<file path="config.mk">
export PLATFORM = sky130hd
export DESIGN_NAME = spi_flash_rd_resp
export DESIGN_NICKNAME = d
export VERILOG_FILES = /design/src/rtl/spi_flash_rd_pkg.sv /design/src/rtl/spi_edge_sync.sv /design/src/rtl/flash_cmd_fsm.sv /design/src/rtl/flash_tx_shift.sv /design/src/rtl/spi_flash_rd_resp.sv
export SDC_FILE = /design/constraint.sdc
export NUM_CORES = 1
export LEC_CHECK = 0
export BUFFER_PORTS_ARGS = -buffer_cell sky130_fd_sc_hd__buf_2
export CAP_MARGIN = 20
export CORE_MARGIN = 2
export CORE_UTILIZATION = 60
export CTS_CLUSTER_SIZE = 28
export DETAILED_ROUTE_END_ITERATION = 12
export PLACE_DENSITY = 0.8
export SYNTH_ARGS = -nofsm -noshare
export SYNTH_HDL_FRONTEND = slang
export SYNTH_HIERARCHICAL = 1
export SYNTH_SLANG_ARGS = --single-unit
export TNS_END_PERCENT = 10
</file>
<file path="constraint.sdc">
create_clock -name clk -period 3 [get_ports clk]
set_clock_uncertainty 0.1 [all_clocks]
set_input_delay 0.6 -clock clk [delete_from_list [all_inputs] [get_ports clk]]
set_output_delay 0.6 -clock clk [all_outputs]
set_load 0.03 [all_outputs]
</file>
<file path="src/rtl/spi_flash_rd_pkg.sv">
package spi_flash_rd_pkg;

  localparam logic [7:0] OP_READ   = 8'h03;
  localparam logic [7:0] OP_FAST   = 8'h0B;
  localparam logic [7:0] OP_JEDEC  = 8'h9F;
  localparam logic [7:0] OP_MFDEV  = 8'h90;
  localparam logic [7:0] OP_WAKE   = 8'hAB;
  localparam logic [7:0] OP_SLEEP  = 8'hB9;

  localparam logic [5:0] ADDR_BITS = 6'd24;
  localparam logic [5:0] FAST_BITS = 6'd32;

  typedef enum logic [1:0] {
    ST_OPC    = 2'd0,
    ST_PRE    = 2'd1,
    ST_STREAM = 2'd2,
    ST_IGNORE = 2'd3
  } fsm_st_e;

  typedef enum logic [1:0] {
    SRC_MEM   = 2'd0,
    SRC_JEDEC = 2'd1,
    SRC_MFDEV = 2'd2,
    SRC_DEVID = 2'd3
  } src_e;

  // Store content: low byte of (i*29 + 60) xor (i >> 3)
  function automatic logic [7:0] rom_byte(input logic [23:0] idx);
    logic [23:0] t;
    t = idx * 24'd29 + 24'd60;
    return t[7:0] ^ idx[10:3];
  endfunction

endpackage

</file>
<file path="src/rtl/spi_edge_sync.sv">
module spi_edge_sync #(
  parameter int unsigned STAGES = 2
) (
  input  logic clk,
  input  logic rst_n,
  input  logic sclk,
  input  logic cs_n,
  input  logic mosi,
  output logic sclk_rise,
  output logic sclk_fall,
  output logic cs_hi,
  output logic cs_rise,
  output logic mosi_s
);

  // bit 2 = select, bit 1 = clock, bit 0 = data
  localparam logic [2:0] IDLE_VAL = 3'b100;

  logic [2:0] stg_q [STAGES];
  logic [2:0] last_q;

  genvar g;
  generate
    for (g = 0; g < STAGES; g++) begin : g_stage
      if (g == 0) begin : g_first
        always_ff @(posedge clk or negedge rst_n) begin
          if (!rst_n) stg_q[g] <= IDLE_VAL;
          else        stg_q[g] <= {cs_n, sclk, mosi};
        end
      end else begin : g_next
        always_ff @(posedge clk or negedge rst_n) begin
          if (!rst_n) stg_q[g] <= IDLE_VAL;
          else        stg_q[g] <= stg_q[g-1];
        end
      end
    end
  endgenerate

  always_ff @(posedge clk or negedge rst_n) begin
    if (!rst_n) last_q <= IDLE_VAL;
    else        last_q <= stg_q[STAGES-1];
  end

  assign sclk_rise = stg_q[STAGES-1][1] & ~last_q[1];
  assign sclk_fall = ~stg_q[STAGES-1][1] & last_q[1];
  assign cs_hi     = stg_q[STAGES-1][2];
  assign cs_rise   = stg_q[STAGES-1][2] & ~last_q[2];
  assign mosi_s    = stg_q[STAGES-1][0];

endmodule

</file>
<file path="src/rtl/flash_cmd_fsm.sv">
module flash_cmd_fsm
  import spi_flash_rd_pkg::*;
#(
  parameter int unsigned AW = 8
) (
  input  logic          clk,
  input  logic          rst_n,
  input  logic          rise,
  input  logic          cs_hi,
  input  logic          cs_rise,
  input  logic          mosi_s,
  output logic          stream,
  output src_e          src,
  output logic [AW-1:0] start_idx,
  output logic          pd
);

  fsm_st_e       state_q, state_n;
  logic [5:0]    cnt_q, cnt_n;
  logic [5:0]    len_q, len_n;
  logic [7:0]    op_q, op_n;
  logic [AW-1:0] addr_q, addr_n;
  src_e          src_q, src_n;
  logic          pd_q, pd_n;
  logic          arm_q, arm_n;
  logic [7:0]    op_w;

  assign op_w = {op_q[6:0], mosi_s};

  always_comb begin
    state_n = state_q;
    cnt_n   = cnt_q;
    len_n   = len_q;
    op_n    = op_q;
    addr_n  = addr_q;
    src_n   = src_q;
    pd_n    = pd_q;
    arm_n   = arm_q;
    if (cs_hi) begin
      state_n = ST_OPC;
      cnt_n   = '0;
      arm_n   = 1'b0;
      if (cs_rise && arm_q) pd_n = 1'b1;
    end else if (rise) begin
      unique case (state_q)
        ST_OPC: begin
          op_n  = op_w;
          cnt_n = cnt_q + 6'd1;
          if (cnt_q == 6'd7) begin
            cnt_n = '0;
            if (pd_q && op_w != OP_WAKE) begin
              state_n = ST_IGNORE;
            end else begin
              unique case (op_w)
                OP_READ:  begin state_n = ST_PRE; len_n = ADDR_BITS; src_n = SRC_MEM;   end
                OP_FAST:  begin state_n = ST_PRE; len_n = FAST_BITS; src_n = SRC_MEM;   end
                OP_MFDEV: begin state_n = ST_PRE; len_n = ADDR_BITS; src_n = SRC_MFDEV; end
                OP_WAKE:  begin
                  state_n = ST_PRE; len_n = ADDR_BITS; src_n = SRC_DEVID; pd_n = 1'b0;
                end
                OP_JEDEC: begin state_n = ST_STREAM; src_n = SRC_JEDEC; end
                OP_SLEEP: begin state_n = ST_IGNORE; arm_n = 1'b1; end
                default:  state_n = ST_IGNORE;
              endcase
            end
          end
        end
        ST_PRE: begin
          cnt_n = cnt_q + 6'd1;
          if (cnt_q < ADDR_BITS) addr_n = {addr_q[AW-2:0], mosi_s};
          if (cnt_q == len_q - 6'd1) state_n = ST_STREAM;
        end
        default: ;
      endcase
    end
  end

  always_ff @(posedge clk or negedge rst_n) begin
    if (!rst_n) begin
      state_q <= ST_OPC;
      cnt_q   <= '0;
      len_q   <= ADDR_BITS;
      op_q    <= '0;
      addr_q  <= '0;
      src_q   <= SRC_MEM;
      pd_q    <= 1'b0;
      arm_q   <= 1'b0;
    end else begin
      state_q <= state_n;
      cnt_q   <= cnt_n;
      len_q   <= len_n;
      op_q    <= op_n;
      addr_q  <= addr_n;
      src_q   <= src_n;
      pd_q    <= pd_n;
      arm_q   <= arm_n;
    end
  end

  assign stream    = (state_q == ST_STREAM);
  assign src       = src_q;
  assign start_idx = addr_q;
  assign pd        = pd_q;

  // the preamble counter never runs past the length chosen for the opcode
  p_pre_bound_r1: assert property (@(posedge clk) disable iff (!rst_n)
    (state_q == ST_PRE) |-> (cnt_q < len_q));

  // while asleep no address or reply phase is running
  p_pd_block_r10: assert property (@(posedge clk) disable iff (!rst_n)
    pd_q |-> (state_q != ST_PRE && state_q != ST_STREAM));

  // sleep starts only while deselected
  p_pd_entry_r10: assert property (@(posedge clk) disable iff (!rst_n)
    $rose(pd_q) |-> cs_hi);

endmodule

</file>
<file path="src/rtl/flash_tx_shift.sv">
module flash_tx_shift
  import spi_flash_rd_pkg::*;
#(
  parameter int unsigned AW       = 8,
  parameter logic [7:0]  MFR_ID   = 8'hEF,
  parameter logic [7:0]  MEM_TYPE = 8'h40,
  parameter logic [7:0]  CAP_ID   = 8'h14,
  parameter logic [7:0]  DEV_ID   = 8'h13
) (
  input  logic          clk,
  input  logic          rst_n,
  input  logic          stream,
  input  logic          fall,
  input  src_e          src,
  input  logic [AW-1:0] start_idx,
  output logic          miso
);

  logic          live_q, live_n;
  logic [2:0]    bcnt_q, bcnt_n;
  logic [7:0]    sh_q, sh_n;
  logic [AW-1:0] idx_q, idx_n;
  logic [1:0]    seq_q, seq_n, seq_adv;
  logic [7:0]    nb;

  always_comb begin
    unique case (src)
      SRC_MEM:   nb = rom_byte(24'(idx_q));
      SRC_JEDEC: nb = (seq_q == 2'd0) ? MFR_ID : ((seq_q == 2'd1) ? MEM_TYPE : CAP_ID);
      SRC_MFDEV: nb = seq_q[0] ? DEV_ID : MFR_ID;
      default:   nb = DEV_ID;
    endcase
    unique case (src)
      SRC_JEDEC: seq_adv = (seq_q == 2'd2) ? 2'd0 : seq_q + 2'd1;
      SRC_MFDEV: seq_adv = {1'b0, ~seq_q[0]};
      default:   seq_adv = 2'd0;
    endcase
  end

  always_comb begin
    live_n = stream;
    bcnt_n = bcnt_q;
    sh_n   = sh_q;
    idx_n  = idx_q;
    seq_n  = seq_q;
    if (stream && !live_q) begin
      bcnt_n = '0;
      idx_n  = start_idx;
      seq_n  = '0;
    end else if (stream && fall) begin
      bcnt_n = bcnt_q + 3'd1;
      if (bcnt_q == 3'd0) begin
        sh_n  = nb;
        seq_n = seq_adv;
        if (src == SRC_MEM) idx_n = idx_q + 1'b1;
      end else begin
        sh_n = {sh_q[6:0], 1'b0};
      end
    end
  end

  always_ff @(posedge clk or negedge rst_n) begin
    if (!rst_n) begin
      live_q <= 1'b0;
      bcnt_q <= '0;
      sh_q   <= '0;
      idx_q  <= '0;
      seq_q  <= '0;
    end else begin
      live_q <= live_n;
      bcnt_q <= bcnt_n;
      sh_q   <= sh_n;
      idx_q  <= idx_n;
      seq_q  <= seq_n;
    end
  end

  assign miso = sh_q[7];

  // data out holds its level unless a falling serial edge was seen
  p_miso_hold_r2: assert property (@(posedge clk) disable iff (!rst_n)
    !fall |=> $stable(miso));

endmodule

</file>
<file path="src/rtl/spi_flash_rd_resp.sv">
module spi_flash_rd_resp
  import spi_flash_rd_pkg::*;
#(
  parameter int unsigned MEM_BYTES   = 256,
  parameter int unsigned SYNC_STAGES = 2,
  parameter logic [7:0]  MFR_ID      = 8'hEF,
  parameter logic [7:0]  MEM_TYPE    = 8'h40,
  parameter logic [7:0]  CAP_ID      = 8'h14,
  parameter logic [7:0]  DEV_ID      = 8'h13
) (
  input  logic clk,
  input  logic rst_n,
  input  logic sclk,
  input  logic cs_n,
  input  logic mosi,
  output logic miso,
  output logic miso_oe
);

  localparam int unsigned AW = $clog2(MEM_BYTES);

  logic [1:0]    rst_pipe;
  logic          rst_s;
  logic          rise, fall, cs_hi, cs_rise, mosi_s;
  logic          stream, pd;
  src_e          src;
  logic [AW-1:0] start_idx;

  always_ff @(posedge clk or negedge rst_n) begin
    if (!rst_n) rst_pipe <= '0;
    else        rst_pipe <= {rst_pipe[0], 1'b1};
  end
  assign rst_s = rst_pipe[1];

  spi_edge_sync #(.STAGES(SYNC_STAGES)) u_sync (
    .clk       (clk),
    .rst_n     (rst_s),
    .sclk      (sclk),
    .cs_n      (cs_n),
    .mosi      (mosi),
    .sclk_rise (rise),
    .sclk_fall (fall),
    .cs_hi     (cs_hi),
    .cs_rise   (cs_rise),
    .mosi_s    (mosi_s)
  );

  flash_cmd_fsm #(.AW(AW)) u_fsm (
    .clk       (clk),
    .rst_n     (rst_s),
    .rise      (rise),
    .cs_hi     (cs_hi),
    .cs_rise   (cs_rise),
    .mosi_s    (mosi_s),
    .stream    (stream),
    .src       (src),
    .start_idx (start_idx),
    .pd        (pd)
  );

  flash_tx_shift #(
    .AW(AW), .MFR_ID(MFR_ID), .MEM_TYPE(MEM_TYPE), .CAP_ID(CAP_ID), .DEV_ID(DEV_ID)
  ) u_tx (
    .clk       (clk),
    .rst_n     (rst_s),
    .stream    (stream),
    .fall      (fall),
    .src       (src),
    .start_idx (start_idx),
    .miso      (miso)
  );

  assign miso_oe = stream;

  // one cycle after a synchronized deselect the pad is released
  p_hiz_deselect_r3: assert property (@(posedge clk) disable iff (!rst_s)
    $past(cs_hi) |-> !miso_oe);

  // sleep flag and enable are both clear in the cycle after reset ends
  p_reset_state_r12: assert property (@(posedge clk) disable iff (!rst_s)
    $rose(rst_s) |-> (!pd && !miso_oe));

endmodule

</file>
==> summary.txt <==
Pwr
  – Sequential share of power: 30.0%
  – P_int: about 2300 µW
  – Clock power share: between 10% and 20%
  – PD cells: 915.8 nW/µm²
  – Leak Pwr: 0.001805 µW
  – Maximum VDD drop: around 800 µV
  – Comb pwr share: between 50% and 60%
  – P_sw: 1398 µW
  – Sw Ratio: approximately two fifths

Detailed routing
  – WL final: approximately 6500 µm
  – Drt pass-1 iters: 5
  – Starting DRT DRC Count: about 110
  – Vias per cell: 5.741
  – Drt drc: 0
  – Wire per inst: about 15 µm
  – Vias: 2526
  – Antenna Nets Post-Route: 0

Logic synthesis
  – Distinct cell type count after synthesis: 58
  – Ys async rst share: 100.0%
  – Yosys reg bits: between 60 and 70
  – Syn nets: about 370
  – Mapped Cells: about 340
  – Ys flop type: dfrtp_1
  – Ys Warns: 6
  – Avg Inst Size Synth: about 11 µm²
  – Post-synthesis sequential area ratio: between 40% and 50%
  – Post-synth EDFFs: 0
  – Cell area after synthesis: 3582 µm²

Timing
  – Final WS setup: -0.1145 ns
  – Setup Total Neg Slack: -0.1968 ns
  – Setup-failing EPs final: 3
  – Max Fclk: 0.3211 GHz
  – Worst-margin pin slew: 0.8559 ns
  – Final slew viol count: 0
  – Hold WS: around 0.25 ns
  – Final hold vios: 0
  – Tcrit/Tclk final: 103.8%
  – RSZ-0062 raised after global routing: yes
  – Worst slew margin: between 40% and 50%
  – Min Clock Period, post-route: between 3 and 4 ns

Setup path
  – Critical Path Start Type: register
  – Setup CP Type: register to register
  – Critical path endpoint category: register
  – WP data arrival: approximately 3.3 ns
  – Critical path data required time: 3.16 ns
  – CP max FO: 4

Die
  – Die height: 81.27 µm
  – Boundary Pins: 7
  – Core box area: 5851 µm²
  – Chip Width: 81.27 µm
  – Die area: roughly 6600 µm²
  – Rows: 28
  – Initial Util: 61.23%

GRT
  – GRT overflow: 0
  – Total GRT Usage: 21.97%
  – Largest net degree at the start of global routing: 42
  – First-pass GRT wire length: roughly 11000 µm
  – Vias in the first global route: ~2.4k
  – Antenna violations before repair: 0

Hold path
  – HP Class: register to register

Run status
  – Failing checks: negative setup slack
  – Outcome: finished, violations left

Place
  – Dpl hpwl: between 4000 and 5000 µm
  – Area after DPL: between 3000 and 4000 µm²
  – GPL Wtd Cong: about 0.82
  – Number of port buffers: 6

Final layout
  – Share of cells above drive strength 1: between 20% and 30%
  – Synthesis-to-finish area growth: 12.02%
  – Design Area, Final: roughly 4000 µm²
  – Antenna cell count: 0
  – Nets: a little under 400
  – Fillers: roughly 430

Clock tree
  – TritonCTS Buffers: 9
  – CTS root buf: clkbuf_8
  – Clock Latency Late Sink: ~0.33 ns
  – Maximum buffer depth of the clock tree: 2
  – Sink Count: a little over 60
  – CTS tree: yes
  – H-tree Lvls: 3
  – Worst-path clk slew: 0.07 ns

Run
  – # Max-Cap Violations: 0
## power by group through the flow
| stage | combinational, µW | clock [µW] | sequential, µW |
|---|---|---|---|
| 6_report | 1910 | 667 | 1100 |
| 5_1_grt | 2120 | 727 | 1130 |
| 4_1_cts | 1810 | 685 | 1100 |
| 3_5_place_dp | 1730 | 0 | 1120 |
| 3_3_place_gp | 1640 | 0 | 1110 |
| 2_1_floorplan | 1300 | 0 | 1100 |
## cells in the mapped netlist, types with 4 or more instances
cell / instances / share of area [%]
a21oi_1: 13 / 1.8
dfstp_2: 4 / 2.9
xnor2_1: 12 / 2.9
or3_1: 4 / 0.70
nand2_1: 23 / 2.4
ha_1: 21 / 7.3
xor2_1: 11 / 2.7
nand4_1: 8 / 1.4
fa_1: 8 / 4.5
nor2b_1: 6 / 1.0
nand2b_1: 8 / 1.4
inv_1: 27 / 2.8
nand3_1: 7 / 0.98
a31oi_1: 6 / 1.0
nor3_1: 5 / 0.70
dfrtp_1: 57 / 40
mux2_2: 16 / 5.0
clkbuf_1: 6 / 0.63
o21ai_0: 20 / 2.8
nor2_1: 23 / 2.4
## sequential cells by signal, summed over array words and instances, names as in the netlist, 2 cells and up
name / flops
u_tx/seq_q: 2
u_fsm/start_idx: 8
u_sync/last_q: 2
u_fsm/op_q: 7
rst_pipe: 2
u_tx/sh_q: 8
u_tx/idx_q: 8
u_fsm/cnt_q: 6
u_fsm/src: 2
u_fsm/len_q: 2
u_fsm/state_q: 2
u_tx/bcnt_q: 3
u_sync/stg_q: 4
## worst max-delay path: stages, from the launching register on
cell and delay, ns:
dfrtp_2 0.44, fa_1 0.57, fa_1 0.43, fa_1 0.53
ha_4 0.23, a21oi_2 0.22, and4_1 0.24, o21ai_0 0.10
a31oi_1 0.18
## path summary, 6_finish.rpt
kind                                 start                 end  slack, ns  cells after the start
hold reg to reg            u_sync/stg_q[3]       u_sync/mosi_s       0.25                      0
max in group asynchronous      rst_pipe[1]     u_sync/stg_q[5]       1.70                      1
hold / removal             u_sync/stg_q[3]       u_sync/mosi_s       0.25                      0
setup reg to reg             u_tx/idx_q[3]        u_tx/sh_q[7]      -0.11                      8
setup / recovery             u_tx/idx_q[3]        u_tx/sh_q[7]      -0.11                      8
min in group asynchronous      rst_pipe[1]  u_fsm/start_idx[5]       0.27                      0
## placed cells by master (no fill, tap or decap), types with 5 or more instances in the layout
| cell type | netlist | layout |
|---|---|---|
| nand2_1 | 23 | 23 |
| nand3_1 | 7 | 6 |
| o21ai_0 | 20 | 20 |
| ha_1 | 21 | 20 |
| fa_1 | 8 | 7 |
| inv_1 | 27 | 23 |
| nor3_1 | 5 | 5 |
| clkbuf_8 | 0 | 12 |
| mux2_2 | 16 | 16 |
| dfrtp_1 | 57 | 53 |
| nor2_1 | 23 | 23 |
| xor2_1 | 11 | 11 |
| nor2b_1 | 6 | 6 |
| nand2b_1 | 8 | 8 |
| a31oi_1 | 6 | 6 |
| nand4_1 | 8 | 8 |
| a21oi_1 | 13 | 12 |
| buf_2 | 2 | 6 |
| xnor2_1 | 12 | 9 |
| buf_4 | 0 | 14 |
## kinds of logic after synthesis
| logic type | share of synthesized area [%] |
|---|---|
| buffers and inverters | 4.366 |
| AOI/OAI and AO/OA | 12.23 |
| other | 0.1047 |
| muxes | 6.182 |
| and+or+nand+nor | 16.94 |
| adders and majority gates | 11.81 |
| DFF | 42.75 |
| xor gates and xnor gates | 5.623 |
## stage by stage
step                setup WS [ns]  total power, µW  instances  utilization [%]
floorplan               -0.008412             2402        339                -
global placement         -0.07291             2751        423            64.56
detailed placement        -0.1370             2844        423            64.56
CTS                       -0.1046             3597        439            67.99
global route              -0.2122             3970        440            68.58
finish                    -0.1145             3675        440            68.58
## timing repair
| action | CTS | global route |
|---|---|---|
| hold endpoints to repair | 2 | 0 |
| resized for setup | 2 | 5 |
| pin swaps | 1 | 4 |
| hold buffers | 1 | 0 |
| endpoints found under the setup margin | 3 | 3 |
| buffers inserted | 0 | 1 |
## routing by layer
metal  share of wire (%)  wire length (µm)  vias to the layer above  GRT usage, %
li1                    -                 -                     1236             -
met1                  46              3004                     1240         28.30
met2                  50              3241                       39         35.90
met3                 2.7               174                       11         5.333
met4                 1.4                92                        0         8.305
met5                   0                 0                        -             0
## layout make-up
cell class,instances,area [µm²],area share [%]
Inverter,27,101.3,2.526
Sequential cell,61,1536,38.29
Clock buffer,14,172.7,4.303
Multi-Input combinational cell,241,1958,48.80
Timing Repair Buffer,21,145.1,3.617
Tap cell,75,93.84,2.339
Clock inverter,1,5.005,0.1247
Note: power is estimated with default switching activity, not from simulation.
